$ cat src/rtl/fp32_add_pkg.sv
package fp32_add_pkg;
  localparam int EXP_W   = 8;
  localparam int FRAC_W  = 23;
  localparam int WORD_W  = 1 + EXP_W + FRAC_W;
  localparam int SIG_W   = FRAC_W + 1;
  localparam int EXT_W   = SIG_W + 3;          // significand plus guard, round, sticky
  localparam int EXP_MAX = (1 << EXP_W) - 1;

  localparam logic [WORD_W-1:0] QNAN_WORD = {1'b0, {EXP_W{1'b1}}, 1'b1, {(FRAC_W-1){1'b0}}};

  typedef enum logic [1:0] {
    RM_RNE = 2'd0,
    RM_RTZ = 2'd1,
    RM_RUP = 2'd2,
    RM_RDN = 2'd3
  } rmode_e;

  typedef struct packed {
    logic             sign;
    logic [EXP_W-1:0] exp_eff;
    logic [SIG_W-1:0] sig;
    logic             is_zero;
    logic             is_inf;
    logic             is_nan;
    logic             is_snan;
  } opnd_t;
endpackage

$ cat src/rtl/fp32_unpack.sv
module fp32_unpack
  import fp32_add_pkg::*;
(
  input  logic [WORD_W-1:0] word_i,
  input  logic              flip_i,
  output opnd_t             op_o
);
  logic [EXP_W-1:0]  exp_f;
  logic [FRAC_W-1:0] frac_f;
  logic              exp_zero, exp_ones, frac_zero;

  assign exp_f     = word_i[WORD_W-2 -: EXP_W];
  assign frac_f    = word_i[FRAC_W-1:0];
  assign exp_zero  = (exp_f == '0);
  assign exp_ones  = (exp_f == EXP_W'(EXP_MAX));
  assign frac_zero = (frac_f == '0);

  always_comb begin
    op_o.sign    = word_i[WORD_W-1] ^ flip_i;
    op_o.exp_eff = exp_zero ? EXP_W'(1) : exp_f;   // subnormals share the minimum exponent
    op_o.sig     = {~exp_zero, frac_f};
    op_o.is_zero = exp_zero & frac_zero;
    op_o.is_inf  = exp_ones & frac_zero;
    op_o.is_nan  = exp_ones & ~frac_zero;
    op_o.is_snan = exp_ones & ~frac_zero & ~frac_f[FRAC_W-1];
  end
endmodule

$ cat src/rtl/fp32_align_add.sv
module fp32_align_add
  import fp32_add_pkg::*;
(
  input  opnd_t            a_i,
  input  opnd_t            b_i,
  output logic [EXT_W:0]   sum_o,
  output logic [EXP_W-1:0] exp_o,
  output logic             sign_o,
  output logic             eff_sub_o
);
  opnd_t            x, y;
  logic [EXP_W-1:0] diff;
  logic [EXT_W-1:0] x_ext, y_ext, y_shr, lost_mask, y_aln;
  logic             sticky;

  always_comb begin
    if ({a_i.exp_eff, a_i.sig} >= {b_i.exp_eff, b_i.sig}) begin
      x = a_i;
      y = b_i;
    end else begin
      x = b_i;
      y = a_i;
    end
    diff      = x.exp_eff - y.exp_eff;
    x_ext     = {x.sig, 3'b000};
    y_ext     = {y.sig, 3'b000};
    y_shr     = y_ext >> diff;
    lost_mask = (diff >= EXP_W'(EXT_W)) ? '1
              : ((EXT_W'(1) << diff) - EXT_W'(1));
    sticky    = |(y_ext & lost_mask);
    y_aln     = {y_shr[EXT_W-1:1], y_shr[0] | sticky};
    eff_sub_o = a_i.sign ^ b_i.sign;
    sum_o     = eff_sub_o ? ({1'b0, x_ext} - {1'b0, y_aln})
                          : ({1'b0, x_ext} + {1'b0, y_aln});
    exp_o     = x.exp_eff;
    sign_o    = x.sign;
  end
endmodule

$ cat src/rtl/fp32_norm_round.sv
module fp32_norm_round
  import fp32_add_pkg::*;
(
  input  logic [EXT_W:0]    sum_i,
  input  logic [EXP_W-1:0]  exp_i,
  input  logic              sign_i,
  input  logic              eff_sub_i,
  input  rmode_e            rmode_i,
  output logic [WORD_W-1:0] res_o,
  output logic              overflow_o,
  output logic              underflow_o,
  output logic              inexact_o
);
  localparam int LZW = $clog2(EXT_W + 1);
  localparam int EW  = EXP_W + 2;

  function automatic logic [LZW-1:0] lead_zeros(input logic [EXT_W-1:0] v);
    logic [LZW-1:0] n;
    logic           hit;
    n   = '0;
    hit = 1'b0;
    for (int k = EXT_W - 1; k >= 0; k--) begin
      if (!hit) begin
        if (v[k]) hit = 1'b1;
        else      n   = n + 1'b1;
      end
    end
    return n;
  endfunction

  logic [EXT_W-1:0]  m;
  logic [EW-1:0]     e_n, e_f, lim, sh;
  logic [SIG_W-1:0]  keep;
  logic [SIG_W:0]    rnd;
  logic [FRAC_W-1:0] frac;
  logic              g, st, inc, ovf, to_inf;

  always_comb begin
    lim = EW'(exp_i) - EW'(1);
    sh  = (EW'(lead_zeros(sum_i[EXT_W-1:0])) < lim) ? EW'(lead_zeros(sum_i[EXT_W-1:0])) : lim;
    if (sum_i[EXT_W]) begin
      m   = {sum_i[EXT_W:2], |sum_i[1:0]};
      e_n = EW'(exp_i) + EW'(1);
    end else begin
      // left shift stops at the minimum exponent: result stays subnormal
      m   = sum_i[EXT_W-1:0] << sh;
      e_n = EW'(exp_i) - sh;
    end
    keep = m[EXT_W-1:3];
    g    = m[2];
    st   = |m[1:0];
    unique case (rmode_i)
      RM_RNE:  inc = g & (st | keep[0]);
      RM_RTZ:  inc = 1'b0;
      RM_RUP:  inc = ~sign_i & (g | st);
      default: inc = sign_i & (g | st);
    endcase
    rnd = {1'b0, keep} + {{SIG_W{1'b0}}, inc};
    if (rnd[SIG_W]) begin
      e_f  = e_n + EW'(1);
      frac = '0;
    end else begin
      e_f  = rnd[SIG_W-1] ? e_n : '0;
      frac = rnd[FRAC_W-1:0];
    end
    ovf    = (e_f >= EW'(EXP_MAX));
    to_inf = (rmode_i == RM_RNE) | ((rmode_i == RM_RUP) & ~sign_i)
           | ((rmode_i == RM_RDN) & sign_i);

    overflow_o  = 1'b0;
    underflow_o = 1'b0;
    inexact_o   = 1'b0;
    if (sum_i == '0) begin
      res_o = {(eff_sub_i ? (rmode_i == RM_RDN) : sign_i), {(WORD_W-1){1'b0}}};
    end else if (ovf) begin
      overflow_o = 1'b1;
      inexact_o  = 1'b1;
      res_o = to_inf ? {sign_i, {EXP_W{1'b1}}, {FRAC_W{1'b0}}}
                     : {sign_i, EXP_W'(EXP_MAX - 1), {FRAC_W{1'b1}}};
    end else begin
      underflow_o = (e_f == '0);
      inexact_o   = g | st;
      res_o       = {sign_i, e_f[EXP_W-1:0], frac};
    end
  end
endmodule

$ cat src/rtl/fp32_add_unit.sv
module fp32_add_unit
  import fp32_add_pkg::*;
(
  input  logic        clk_i,
  input  logic        rst_ni,
  input  logic [31:0] a_i,
  input  logic [31:0] b_i,
  input  logic        sub_i,
  input  logic [1:0]  rmode_i,
  output logic [31:0] res_o,
  output logic        invalid_o,
  output logic        overflow_o,
  output logic        underflow_o,
  output logic        inexact_o
);
  logic [1:0][WORD_W-1:0] word_v;
  logic [1:0]             flip_v;
  opnd_t                  op_v [2];

  assign word_v = {b_i, a_i};
  assign flip_v = {sub_i, 1'b0};

  for (genvar i = 0; i < 2; i++) begin : g_unpack
    fp32_unpack u_unpack (
      .word_i (word_v[i]),
      .flip_i (flip_v[i]),
      .op_o   (op_v[i])
    );
  end

  logic [EXT_W:0]    sum;
  logic [EXP_W-1:0]  sum_exp;
  logic              sum_sign, eff_sub;
  logic [WORD_W-1:0] fin_res;
  logic              fin_ovf, fin_ufl, fin_inx;

  fp32_align_add u_align (
    .a_i       (op_v[0]),
    .b_i       (op_v[1]),
    .sum_o     (sum),
    .exp_o     (sum_exp),
    .sign_o    (sum_sign),
    .eff_sub_o (eff_sub)
  );

  fp32_norm_round u_round (
    .sum_i       (sum),
    .exp_i       (sum_exp),
    .sign_i      (sum_sign),
    .eff_sub_i   (eff_sub),
    .rmode_i     (rmode_e'(rmode_i)),
    .res_o       (fin_res),
    .overflow_o  (fin_ovf),
    .underflow_o (fin_ufl),
    .inexact_o   (fin_inx)
  );

  logic [WORD_W-1:0] res_d;
  logic              inv_d, ovf_d, ufl_d, inx_d, inf_clash;

  always_comb begin
    inf_clash = op_v[0].is_inf & op_v[1].is_inf & (op_v[0].sign ^ op_v[1].sign);
    inv_d = inf_clash | op_v[0].is_snan | op_v[1].is_snan;
    ovf_d = 1'b0;
    ufl_d = 1'b0;
    inx_d = 1'b0;
    if (op_v[0].is_nan | op_v[1].is_nan | inf_clash) begin
      res_d = QNAN_WORD;
    end else if (op_v[0].is_inf) begin
      res_d = {op_v[0].sign, {EXP_W{1'b1}}, {FRAC_W{1'b0}}};
    end else if (op_v[1].is_inf) begin
      res_d = {op_v[1].sign, {EXP_W{1'b1}}, {FRAC_W{1'b0}}};
    end else begin
      res_d = fin_res;
      ovf_d = fin_ovf;
      ufl_d = fin_ufl;
      inx_d = fin_inx;
    end
  end

  always_ff @(posedge clk_i or negedge rst_ni) begin
    if (!rst_ni) begin
      res_o       <= '0;
      invalid_o   <= 1'b0;
      overflow_o  <= 1'b0;
      underflow_o <= 1'b0;
      inexact_o   <= 1'b0;
    end else begin
      res_o       <= res_d;
      invalid_o   <= inv_d;
      overflow_o  <= ovf_d;
      underflow_o <= ufl_d;
      inexact_o   <= inx_d;
    end
  end
endmodule

$ cat config.mk
export PLATFORM = sky130hd
export DESIGN_NAME = fp32_add_unit
export DESIGN_NICKNAME = d
export VERILOG_FILES = /design/src/rtl/fp32_add_pkg.sv /design/src/rtl/fp32_unpack.sv /design/src/rtl/fp32_align_add.sv /design/src/rtl/fp32_norm_round.sv /design/src/rtl/fp32_add_unit.sv
export SDC_FILE = /design/constraint.sdc
export NUM_CORES = 1
export LEC_CHECK = 0
export ABC_CLOCK_PERIOD_IN_PS = 800
export BUFFER_PORTS_ARGS = -buffer_cell sky130_fd_sc_hd__buf_2
export CORE_MARGIN = 5
export CORE_UTILIZATION = 40
export DETAILED_ROUTE_END_ITERATION = 10
export PLACE_DENSITY = 0.64
export REMOVE_ABC_BUFFERS = 1
export SLEW_MARGIN = 20
export SYNTH_ARGS = -nofsm -noshare
export SYNTH_HDL_FRONTEND = slang
export SYNTH_SLANG_ARGS = --single-unit
$ cat constraint.sdc
create_clock -name clk_i -period 0.8 [get_ports clk_i]
set_input_delay 0.12 -clock clk_i [delete_from_list [all_inputs] [get_ports clk_i]]
set_output_delay 0.12 -clock clk_i [all_outputs]
set_load 0.005 [all_outputs]
==> results.toml, run 1 <==
[setup_path]
path_delay_family = "compound AO/OA/AOI/OAI gates"
cp.buffers_inverters = 59
critical-path-max-stage-delay_ns = 0.57
crit_path_end_kind = "flip-flop"
cp-start-kind = "input port"
critPathMaxFanout = 6
path_class = "in2reg"
worstPathRequired_ns = 0.96
crit_top_cell = "buf_4"
crit_slowest_cell = "or4b_4"
crit_arrival_ns = 23.73

[global_routing]
grt_busiest_layer = "met2"
groute.usage.overall_pct = 36.98
gr-usage-met3_pct = 3.912
grt_util_met1_pct = 45.73
grt_max_degree = 37
grt_pass1_wl_mm = 139.9
grt-ovfl-total = 0
antenna_found_initial = 0
grt_use_met2_pct = 62.62
first_global_vias = 25320

[finish]
nNetsFinal = 3896
final_area_sq_um = 28990
n_fill_cell = 3450
multiInputGateArea_sq_um = 16640
seq_area_sq_um = 900.9
antenna_cells = 0
syn2layout_area_growth_pct = 72.11
final_cell_mix = "buf_4, nand2_1, nor2_1"
final_common_cell = "buf_4"
drive_gt1_share_pct = 45.98

[floorplanning]
ios = 105
die_w_um = 215.2
coreArea_sq_um = 41850
std_cell_rows = 75
dieArea_sq_um = 46320
die_h_um = 215.2
initial_utilization_pct = 40.25

[power_and_ir_drop]
irDropWorstVdd_mv = 1.567
powerDensity_nw_per_um2 = 2004
finalPower_uw = 58100
leakage_uw = 0.01381

[timing]
holdWs_ns = 0.3339
hold_violations = 0
slew-limit-headroom_pct = 55.89
drv_slew = 0
setup_ws_ns = -22.77
setup_viol = 72
worstMarginPinSlew_ns = 0.6547
fin_crit_sh_pct = 2946
fmax_mhz = 42.43
final.min_clock_period_ns = 23.57
rsz0062_at_grt = "yes"

[synth]
ys_ff_latch = 36
async_flop_share_pct = 100.0
synthFlopType = "dfrtp_1"
syn_avg_cell_area_sq_um = 6.698
synth-seq-area-share_pct = 5.348
synthDominantCellAreaShare_pct = 8.913
yosysTopAreaCell = "ha_1"
synth_warnings = 0
synth-edff-count = 0
netlist_area_sq_um = 16850
yosysUniqueCellTypes = 123
synth_area_leaders = "ha_1, nand2_1, nor2_1"
netlist_instances = 2515

[placed_design]
place_area_sq_um = 25430
dp_hpwl_mm = 72.30
io_buffers = 104
routabilityCongestion = 1.055
pre_cts_ws_ns = -23.85

[clocking]
cts.sinks = 36
numCtsBuffers = 5
path_clk_slew_ns = 0.06
max-clock-path-buffers = 2
cts_tree = "yes"
cts_root_buffer = "clkbuf_16"
h-tree-depth = 2

[drt]
drc = 0
wire_per_inst_um = 22.01
vias_per_cell = 6.070
num_vias = 25770
firstDrtPassIters = 8
wl_mm = 93.45
antenna_left = 0
drtIter0Drc = 2637

[flow_run]
maxCapViolations = 0

[outcome]
status = "complete, but fails checks"
violations = "setup timing"

[hold_path]
worst_hold_path_type = "in2async"
## sequential cells by signal, indices dropped and copies added (netlist names)
name,count
res_o,32
inexact_o,1
overflow_o,1
underflow_o,1
invalid_o,1
## tightest hold or removal path: stages
cell and delay, ns:
dlygate4sd3_1 0.52, buf_2 0.12, buf_12 0.21
## layout make-up
class	count	area share, %
timing repair buffer	1327	34.73
sequential	36	3.107
multi-input combinational	2192	57.38
tap	539	2.326
clock buffer	6	0.4445
clock inverter	2	0.1208
inverter	143	1.894
## logic make-up after synthesis
group,count (synthesis),share of synthesized area [%]
DFF,36,5.348
xor gates and xnor gates,108,6.759
and+or+nand+nor,1071,31.28
AOI/OAI and AO/OA,765,31.28
adders and majority gates,126,9.388
buffers and inverters,287,6.922
muxes,122,9.024
## what timing repair did
item,CTS,global route
gates resized for setup,244,163
endpoints found under the hold margin,36,0
pin swaps,140,135
cloned,8,0
setup endpoints to repair,72,72
hold buffers,1,0
setup buffers,143,36
## worst paths after layout
kind,start,endpoint,slack (ns),cells past startpoint
min in group clk_i,a_i[22],invalid_o,0.40,4
worst min-delay path,rst_ni,res_o[12],0.33,3
worst max-delay path,b_i[27],res_o[2],-22.77,148
max in group asynchronous,rst_ni,underflow_o,0.26,3
## Yosys cell counts (21+ instances only)
cell type and count:
mux2i_1 83, and2_1 32, nor4_1 36, o211ai_1 24
a31oi_1 37, a21o_1 38, nor3_1 84, nand3_1 119
inv_1 139, clkbuf_1 97, ha_1 120, nand2_1 301
xor2_1 30, xnor2_1 64, a211oi_1 30, o22ai_1 32
mux4_2 21, and3_1 32, a21oi_1 178, or3_1 35
nand4_1 49, o21ai_0 142, dfrtp_1 36, nand2b_1 26
buf_2 21, nor2_1 250
## power by group
part           switching [uW]  internal [uW]  leakage, uW
sequential                257           2650     0.000433
combinational           27700          25200       0.0133
clock                     760           1470    0.0000808
total                   28700          29400       0.0138
## routing by layer
layer  vias to the layer above  wire length [um]
li1                      11780                 -
met1                     12120             36520
met4                         0              7270
met3                       427              6604
met5                         -                 0
met2                      1445             43050
## through the flow
step | utilization (%) | instances | TNS [ns]
after floorplan | - | 2371 | -953.93
after global placement | 60.77 | 4059 | -789.30
after detailed placement | 60.77 | 4059 | -811.81
after CTS | 66.77 | 4219 | -744.42
after global routing | 69.28 | 4245 | -824.89
final | 69.28 | 4245 | -782.49
No activity file was read; power rests on OpenSTA's default activity.
==> run 2, diff against run 1 <==
--- a/config.mk
+++ b/config.mk
@@ -6,7 +6,7 @@
 export NUM_CORES = 1
 export LEC_CHECK = 0
 export ABC_CLOCK_PERIOD_IN_PS = 800
-export BUFFER_PORTS_ARGS = -buffer_cell sky130_fd_sc_hd__buf_2
+export BUFFER_PORTS_ARGS = -buffer_cell sky130_fd_sc_hd__buf_4
 export CORE_MARGIN = 5
 export CORE_UTILIZATION = 40
 export DETAILED_ROUTE_END_ITERATION = 10
@@ -15,4 +15,5 @@
 export SLEW_MARGIN = 20
 export SYNTH_ARGS = -nofsm -noshare
 export SYNTH_HDL_FRONTEND = slang
+export SYNTH_HIERARCHICAL = 1
 export SYNTH_SLANG_ARGS = --single-unit
==> results.toml, run 2 <==
[drt]
wl_mm = 82.45
antenna_left = 0
drc = 0
firstDrtPassIters = 6
num_vias = 23530
drtIter0Drc = 1991
wire_per_inst_um = 20.76
vias_per_cell = 5.926

[setup_path]
crit_arrival_ns = 25.42
path_class = "in2reg"
worstPathRequired_ns = 0.99
crit_path_end_kind = "flip-flop"
critPathMaxFanout = 6
worstSetupEndpoint = "res_o[22]"
cp-start-kind = "input port"
crit_top_cell = "nor2_1"
critical-path-max-stage-delay_ns = 0.53
startpoint = "b_i[27]"
crit_slowest_cell = "or4_4"

[global_routing]
first_global_vias = 23240
antenna_found_initial = 0
grt_pass1_wl_mm = 125.7
grt-ovfl-total = 0
groute.usage.overall_pct = 32.95
grt_max_degree = 37

[power_and_ir_drop]
p_comb_share_pct = 93.3
intPower_uw = 38610
irDropWorstVdd_mv = 1.476
netSwitchingPower_uw = 35870
clkPwrFrac_pct = 2.4
seq_power_share_pct = 4.3
sw_frac_of_total_pct = 48.16
leakage_uw = 0.01327
powerDensity_nw_per_um2 = 2694

[finish]
largest_reg_flops = 32
final_common_cell = "buf_4"
nNetsFinal = 3630
final_cell_mix = "buf_4, nand2_1, nor2_1"
antenna_cells = 0
drive_gt1_share_pct = 45.77
stdcell_count = 3971
syn2layout_area_growth_pct = 65.97
max_flop_register = "res_o"
n_fill_cell = 3401

[placed_design]
dp.cells = 3838
routabilityCongestion = 1.074
dp_hpwl_mm = 65.86
pre_cts_ws_ns = -26.54
io_buffers = 104

[floorplanning]
die_h_um = 214.1
initial_utilization_pct = 40.62
dieArea_sq_um = 45830
coreArea_sq_um = 41020
die_w_um = 214.1
ios = 105
std_cell_rows = 74

[timing]
hold_violations = 0
setup_ws_ns = -24.43
final.min_clock_period_ns = 25.23
setup_viol = 72
drv_slew = 0
slew-limit-headroom_pct = 39.43
fmax_mhz = 39.64
worstMarginPinSlew_ns = 0.9020
rsz0062_at_grt = "yes"
tns_ns = -839.64
fin_crit_sh_pct = 3153

[flow_run]
maxCapViolations = 0

[synth]
synth_warnings = 6
netlist_area_sq_um = 16660
netlist_instances = 2411
syn_avg_cell_area_sq_um = 6.910

[clocking]
cts.sinks = 36
cts_tree = "yes"
max-clock-path-buffers = 2
cts_root_buffer = "clkbuf_16"
numCtsBuffers = 5
path_clk_slew_ns = 0.05
h-tree-depth = 2

[outcome]
status = "complete, but fails checks"
violations = "setup timing"

[hold_path]
worst_hold_path_type = "in2async"
[run 2: layer usage]
layer	vias to the layer above	share of wire [%]	global-route usage (%)
li1	10970	-	-
met1	11290	40	41.14
met2	1012	48	58.02
met3	261	7.2	4.221
met4	0	4.9	12.54
met5	-	0	0
[run 2: area by class of cell]
type / count / area (sq um) / area share (%)
clock buffer: 6 / 128.9 / 0.4660
clock inverter: 1 / 5.005 / 0.01810
inverter: 122 / 474.2 / 1.715
multi-input combinational: 2055 / 15840 / 57.27
sequential: 36 / 900.9 / 3.258
tap: 532 / 665.6 / 2.407
timing repair buffer: 1219 / 9642 / 34.87
[run 2: worst min path at each step]
stage	end	slack [ns]	cells past startpoint
6_report	res_o[0]	0.34	2
5_1_grt	res_o[1]	0.40	2
4_1_cts	res_o[1]	0.35	2
3_5_place_dp	res_o[26]	0.09	1
3_3_place_gp	overflow_o	0.08	1
2_1_floorplan	inexact_o	-0.18	0
[run 2: critical path, delay by kind of cell]
kind / cells / cell delay [ns]
compound gates: 55 / 9.39
simple gates: 45 / 7.24
fa+ha+maj: 19 / 4.78
buf+inv: 20 / 2.50
mux: 5 / 1.00
xor+xnor: 2 / 0.39
[run 2: stage by stage]
stage,hold slack [ns],total power (uW),util [%],area [sq um]
2_1_floorplan,-0.1756,31010,-,15660
3_3_place_gp,0.07943,61510,60.11,24650
3_5_place_dp,0.09209,62390,60.11,24650
4_1_cts,0.3519,68950,64.93,26630
5_1_grt,0.4024,78850,67.42,27650
6_report,0.3353,74480,67.42,27650
[run 2: power by group through the flow]
stage / combinational [uW] / clock (uW) / sequential [uW]
2_1_floorplan: 27900 / 0 / 3110
3_3_place_gp: 58500 / 0 / 3030
3_5_place_dp: 59300 / 0 / 3050
4_1_cts: 64000 / 1800 / 3190
5_1_grt: 73700 / 1890 / 3290
6_report: 69500 / 1790 / 3200
[run 2: what timing repair did]
action / CTS / global route
pin swaps: 128 / 120
hold buffers: 1 / 0
gates resized for setup: 257 / 146
cloned: 2 / 2
setup buffers: 86 / 39
setup endpoints to repair: 72 / 72
endpoints found under the hold margin: 36 / 0
